[src/rtl/pwm3_pkg.sv]
package pwm3_pkg;
  localparam int NPH = 3;

  typedef enum logic [2:0] {
    REG_PERIOD = 3'd0,
    REG_DUTY_A = 3'd1,
    REG_DUTY_B = 3'd2,
    REG_DUTY_C = 3'd3,
    REG_DEAD   = 3'd4,
    REG_SYNCW  = 3'd5,
    REG_MODE   = 3'd6
  } reg_addr_e;
endpackage

[src/rtl/pwm3_counter.sv]
module pwm3_counter #(
  parameter int CW = 10
) (
  input  logic          clk,
  input  logic          rst,
  input  logic          start,
  input  logic          start_dbl,
  input  logic [CW-1:0] start_p,
  input  logic [CW-1:0] act_p,
  input  logic [CW-1:0] nxt_p,
  output logic [CW-1:0] cnt,
  output logic          running,
  output logic          ev_start,
  output logic          ev_mid
);
  logic up;

  assign ev_start = running && up && (cnt == act_p - 1'b1);
  assign ev_mid   = running && !up && (cnt == '0);

  always_ff @(posedge clk) begin
    if (rst) begin
      cnt     <= '0;
      up      <= 1'b0;
      running <= 1'b0;
    end else if (start) begin
      running <= 1'b1;
      if (start_dbl) begin
        up  <= 1'b1;
        cnt <= '0;
      end else begin
        up  <= 1'b0;
        cnt <= (start_p >> 1) - 1'b1;
      end
    end else if (running) begin
      if (ev_start) begin
        up  <= 1'b0;
        cnt <= nxt_p - 1'b1;
      end else if (ev_mid) begin
        up  <= 1'b1;
      end else if (up) begin
        cnt <= cnt + 1'b1;
      end else begin
        cnt <= cnt - 1'b1;
      end
    end
  end

  assert_cnt_range_R4: assert property (@(posedge clk) disable iff (rst)
    running |-> (cnt < act_p));

  assert_turn_top_R4: assert property (@(posedge clk) disable iff (rst)
    (running && $past(running) && $past(up) && !up) |-> ($past(cnt) == $past(act_p) - 1'b1));
endmodule

[src/rtl/pwm3_phase.sv]
module pwm3_phase #(
  parameter int CW = 10
) (
  input  logic          clk,
  input  logic          rst,
  input  logic          armed,
  input  logic [CW-1:0] cnt,
  input  logic [CW-1:0] duty,
  input  logic [CW-1:0] dead,
  output logic          hi,
  output logic          lo
);
  logic [CW-1:0] hi_thr;
  logic [CW:0]   lo_thr;

  always_comb begin
    hi_thr = (duty > dead) ? (duty - dead) : '0;
    lo_thr = {1'b0, duty} + {1'b0, dead};
  end

  always_ff @(posedge clk) begin
    if (rst || !armed) begin
      hi <= 1'b0;
      lo <= 1'b0;
    end else begin
      hi <= (cnt < hi_thr);
      lo <= ({1'b0, cnt} >= lo_thr);
    end
  end

  assert_no_overlap_R6: assert property (@(posedge clk) disable iff (rst)
    !(hi && lo));
endmodule

[src/rtl/pwm3_sync.sv]
module pwm3_sync #(
  parameter int CW = 10
) (
  input  logic          clk,
  input  logic          rst,
  input  logic          fire,
  input  logic [CW-1:0] width,
  output logic          sync_o
);
  logic [CW-1:0] left;

  always_ff @(posedge clk) begin
    if (rst) begin
      sync_o <= 1'b0;
      left   <= '0;
    end else if (fire) begin
      sync_o <= 1'b1;
      left   <= width;
    end else if (left != '0) begin
      left   <= left - 1'b1;
    end else begin
      sync_o <= 1'b0;
    end
  end
endmodule

[src/rtl/pwm3_timer.sv]
module pwm3_timer
  import pwm3_pkg::*;
#(
  parameter int CW = 10
) (
  input  logic          clk,
  input  logic          rst,
  input  logic          wr_en,
  input  logic [2:0]    wr_addr,
  input  logic [CW-1:0] wr_data,
  output logic [2:0]    pwm_hi,
  output logic [2:0]    pwm_lo,
  output logic          sync_o
);
  localparam int NSEEN = NPH + 1;

  logic [CW-1:0] sh_p, sh_dt, act_p, act_dt, sync_w;
  logic [CW-1:0] sh_d  [NPH];
  logic [CW-1:0] act_d [NPH];
  logic [NSEEN-1:0] seen;
  logic dbl, armed;
  logic [CW-1:0] cnt;
  logic running, ev_start, ev_mid, start, reload, all_seen;

  assign all_seen = &seen;
  assign start    = wr_en && (reg_addr_e'(wr_addr) == REG_PERIOD) && !running;
  assign reload   = ev_start || (ev_mid && dbl);

  always_ff @(posedge clk) begin
    if (rst) begin
      sh_p   <= '0;
      sh_dt  <= '0;
      act_p  <= '0;
      act_dt <= '0;
      sync_w <= '0;
      seen   <= '0;
      dbl    <= 1'b0;
      armed  <= 1'b0;
      for (int i = 0; i < NPH; i++) begin
        sh_d[i]  <= '0;
        act_d[i] <= '0;
      end
    end else begin
      if (wr_en) begin
        case (reg_addr_e'(wr_addr))
          REG_PERIOD: begin
            sh_p    <= wr_data;
            seen[0] <= 1'b1;
          end
          REG_DEAD:  sh_dt  <= wr_data;
          REG_SYNCW: sync_w <= wr_data;
          REG_MODE:  dbl    <= wr_data[0];
          default: ;
        endcase
        for (int i = 0; i < NPH; i++) begin
          if (wr_addr == 3'(i + 1)) begin
            sh_d[i]   <= wr_data;
            seen[i+1] <= 1'b1;
          end
        end
      end
      if (start) begin
        act_p <= wr_data;
      end else if (reload) begin
        act_p  <= sh_p;
        act_dt <= sh_dt;
        armed  <= all_seen;
        for (int i = 0; i < NPH; i++) act_d[i] <= sh_d[i];
      end
    end
  end

  pwm3_counter #(.CW(CW)) u_cnt (
    .clk(clk), .rst(rst), .start(start), .start_dbl(dbl), .start_p(wr_data),
    .act_p(act_p), .nxt_p(sh_p), .cnt(cnt), .running(running),
    .ev_start(ev_start), .ev_mid(ev_mid)
  );

  for (genvar g = 0; g < NPH; g++) begin : g_leg
    pwm3_phase #(.CW(CW)) u_ph (
      .clk(clk), .rst(rst), .armed(armed), .cnt(cnt), .duty(act_d[g]),
      .dead(act_dt), .hi(pwm_hi[g]), .lo(pwm_lo[g])
    );
  end

  pwm3_sync #(.CW(CW)) u_sync (
    .clk(clk), .rst(rst), .fire(ev_start), .width(sync_w), .sync_o(sync_o)
  );

  assert_gate_R2: assert property (@(posedge clk) disable iff (rst)
    !all_seen |-> (pwm_hi == '0 && pwm_lo == '0));

  assert_idle_R1: assert property (@(posedge clk) disable iff (rst)
    !running |-> !sync_o);
endmodule

[config.mk]
export PLATFORM = sky130hd
export DESIGN_NAME = pwm3_timer
export DESIGN_NICKNAME = d
export VERILOG_FILES = /design/src/rtl/pwm3_pkg.sv /design/src/rtl/pwm3_counter.sv /design/src/rtl/pwm3_phase.sv /design/src/rtl/pwm3_sync.sv /design/src/rtl/pwm3_timer.sv
export SDC_FILE = /design/constraint.sdc
export NUM_CORES = 1
export LEC_CHECK = 0
export BUFFER_PORTS_ARGS = -buffer_cell sky130_fd_sc_hd__buf_4
export CAP_MARGIN = 20
export CORE_ASPECT_RATIO = 0.75
export CORE_MARGIN = 3
export CORE_UTILIZATION = 45
export CTS_CLUSTER_DIAMETER = 120
export CTS_CLUSTER_SIZE = 25
export DETAILED_ROUTE_END_ITERATION = 8
export HOLD_SLACK_MARGIN = 0.1
export PLACE_DENSITY = 0.67
export SETUP_SLACK_MARGIN = 0.4
export SYNTH_ARGS = -nofsm -noshare
export SYNTH_HDL_FRONTEND = slang
export SYNTH_HIERARCHICAL = 1
export SYNTH_SLANG_ARGS = --single-unit
[constraint.sdc]
create_clock -name clk -period 6.4 [get_ports clk]
set_input_delay 0.64 -clock clk [delete_from_list [all_inputs] [get_ports clk]]
set_output_delay 0.64 -clock clk [all_outputs]
set_load 0.02 [all_outputs]
==> run metrics <==
status completed; clk_skew 19.64 ps; largest cells by area after synthesis edfxtp_1, dfxtp_1, ha_1, a21oi_1, nand2_1; Mapped Cells 1,239; Register-to-Register Path Depth 11; pre-CTS setup slack 2772 ps; cts hold-fix bufs 0; gr usage total 21.96%; CTS tree done; DRC Markers 0; clock root cell clkbuf_16; Synth Register Bits 145; Synth Flop Type dfxtp_1; NetSw 944.3 uW; worst-path fanout max 30; combinational power share 26.1%; EDFF count, synth 60; FFs w/ async S/R, synth 0%; unrepaired setup endpoints after global routing no; highest-count cells in the layout ignoring fill and taps ha_1, nand2_1, a21oi_1, nor2_1, dfxtp_1; final setup fails 0; Worst EP required 6450 ps; Post-CTS Setup Inserts 0; register area share after synthesis 31.54%; CTS clock-pin slew for the worst setup and hold paths 60 ps; power density over the cells 250.3 nW/um^2; H-tree Lvls 4; clock power share 36.3%; R2R setup slack 2690 ps; Num CTS Buffers 17; Total Neg Setup Slack 0 ps; Final Hold Viols 0; wire per inst 18.63 um; Clk Latency, worst-skew pair 440 ps; routability congestion estimate 0.9097; worst-margin pin slew 823.1 ps; syn_area_per_cell 8.966 um^2; vias in the first global route 8,278; post-layout min period 3705 ps; Area Growth Syn to Fin 9.089%; post-synth net total 1,391; finished layout cell area 12,120 um^2; Clock Tree Buf Depth 2; area leader, netlist edfxtp_1; Synth top area share 16.22%; first drt pass iteration count 6; Max Freq 0.2699 GHz; Starting Density 46.11%; Rows 49; sequential power share 37.7%; drt total wl 29,470 um; CP endpoint kind flip-flop; yosys warns 6; Hold Crit Depth 2; die footprint 26,630 um^2; share of cells above drive strength 1 8.473%; DP Wirelength 21,580 um; peak supply drop 0.2409 mV; Int Pwr 2089 uW; CP Class flip-flop to flip-flop; via/cell ratio 5.714; initial antenna violation count 0; Core Box Area 24,090 um^2; number of inserted diodes 0; first-pass GRT wire length 45,990 um; hold_sp sync_w[0]$_SDFFE_PP0P_; Yosys cell types 92; Mapped Area 11,110 um^2; Die Ht 142.1 um; most common cell after layout, fill and taps aside ha_1; RR Startpoint u_cnt/cnt[3]$_SDFFE_PP0P_; Hold Crit Class flip-flop to flip-flop; switching share of total power 31.13%; Congestion Overflow GR 0; Final ANT Viol Nets 0; crit share post-route 57.90%; Pleak 0.004964 uW; pin count of the biggest net entering global routing 60; max cap viols 0; Final nets 1,390; CP arrival 3760 ps; Clock Sinks 145; vias 9,039; Hold EP sync_w[0]$_SDFFE_PP0P_; crit start category flip-flop; PortBufs 22; number of gates resized after CTS 0; Final Max Slew Viols 0; Post-DP Area 11,470 um^2; relative max-transition margin 44.89%; IO Pins 23; Die W 187.4 um; FF-to-FF End act_d[0][27]$_SDFFCE_PN0P_; 1st-iter DRT viols 953; post-route setup slack 2695 ps
## layout make-up
class	instances	area, um^2
clock inverters	7	117.6
fillers	2262	11980
clock buffers	25	529.3
inverters	85	319.1
flip-flops and latches	145	3503
well taps	331	414.1
multi-input cells	961	7025
repair buffers	28	210.2
## sequential cells by signal, summed over array words and instances (netlist names), 3 cells and up
name,cells
sh_dt,10
sh_d,30
u_cnt/cnt,10
u_sync/left,10
sh_p,10
sync_w,10
g_leg.u_ph/lo,3
seen,4
act_d,30
act_dt,10
g_leg.u_ph/hi,3
act_p,10
## power by group through the flow
stage | Sequential [uW] | Combinational, uW | Clock [uW]
6_report | 1140 | 790 | 1100
4_1_cts | 1140 | 781 | 1110
5_1_grt | 1150 | 890 | 1150
3_5_place_dp | 1160 | 772 | 0
2_1_floorplan | 1110 | 620 | 0
3_3_place_gp | 1160 | 759 | 0
## worst max-delay path by stage
stage                                       end  depth (start not counted)                 startpoint
floorplan           g_leg[0].u_ph/hi$_SDFF_PP0_                         13     act_dt[4]$_SDFFE_PP0P_
global placement     act_d[0][17]$_SDFFCE_PN0P_                         11  u_cnt/cnt[3]$_SDFFE_PP0P_
detailed placement   act_d[0][28]$_SDFFCE_PN0P_                         11  u_cnt/cnt[3]$_SDFFE_PP0P_
CTS                  act_d[0][27]$_SDFFCE_PN0P_                         11  u_cnt/cnt[3]$_SDFFE_PP0P_
global route         act_d[0][27]$_SDFFCE_PN0P_                         11      act_p[0]$_SDFFE_PP0P_
finish               act_d[0][27]$_SDFFCE_PN0P_                         11  u_cnt/cnt[3]$_SDFFE_PP0P_
## logic make-up after synthesis
group,Yosys count,synth area share [%]
and+or+nand+nor,442,21.57
AOI/OAI and AO/OA,279,17.31
DFF,145,31.54
adders and majority gates,136,15.79
buffers and inverters,133,5.226
xor gates and xnor gates,74,5.834
muxes,30,2.737
## critical path, cell delays in order (launching register included)
cell and delay, ps:
dfxtp_1 730, xnor2_1 210, o2111ai_1 150, a211o_1 330
nor2_1 90, and3_1 150, o211ai_1 140, inv_1 430
a21oi_1 120, a21oi_1 140, buf_4 240, or2_2 580
## layer usage
metal	part of all wire (%)	global-route usage (%)
met1	52	34.27
met2	40	30.76
met3	7.3	5.244
met4	0.97	4.025
met5	0	0
## cell usage after synthesis, types with 7 or more instances
cell	number
a211oi_1	20
a21o_1	19
a21oi_1	93
a31oi_1	7
and2_1	42
and3_1	7
buf_2	19
clkbuf_1	17
dfxtp_1	85
edfxtp_1	60
fa_1	7
ha_1	129
inv_1	81
mux2i_1	27
nand2_1	111
nand2b_1	40
nand3_1	11
nand3b_1	7
nand4_1	8
nor2_1	85
nor2b_1	15
nor3_1	47
nor4_1	9
o211ai_1	7
o21a_1	8
o21ai_0	31
o21bai_1	10
o22ai_1	9
or3_1	7
or4_1	7
xnor2_1	47
xor2_1	27
## metrics by stage
step	cells	hold WS [ps]	power [uW]	util [%]
final	1582	453.5	3033	50.30
after global routing	1582	477.1	3191	50.30
after CTS	1582	455.1	3036	50.30
after detailed placement	1550	446.8	1931	47.61
after global placement	1550	442.5	1915	47.61
after floorplan	1239	436.3	1729	-
Note: power is estimated with default switching activity, not from simulation.
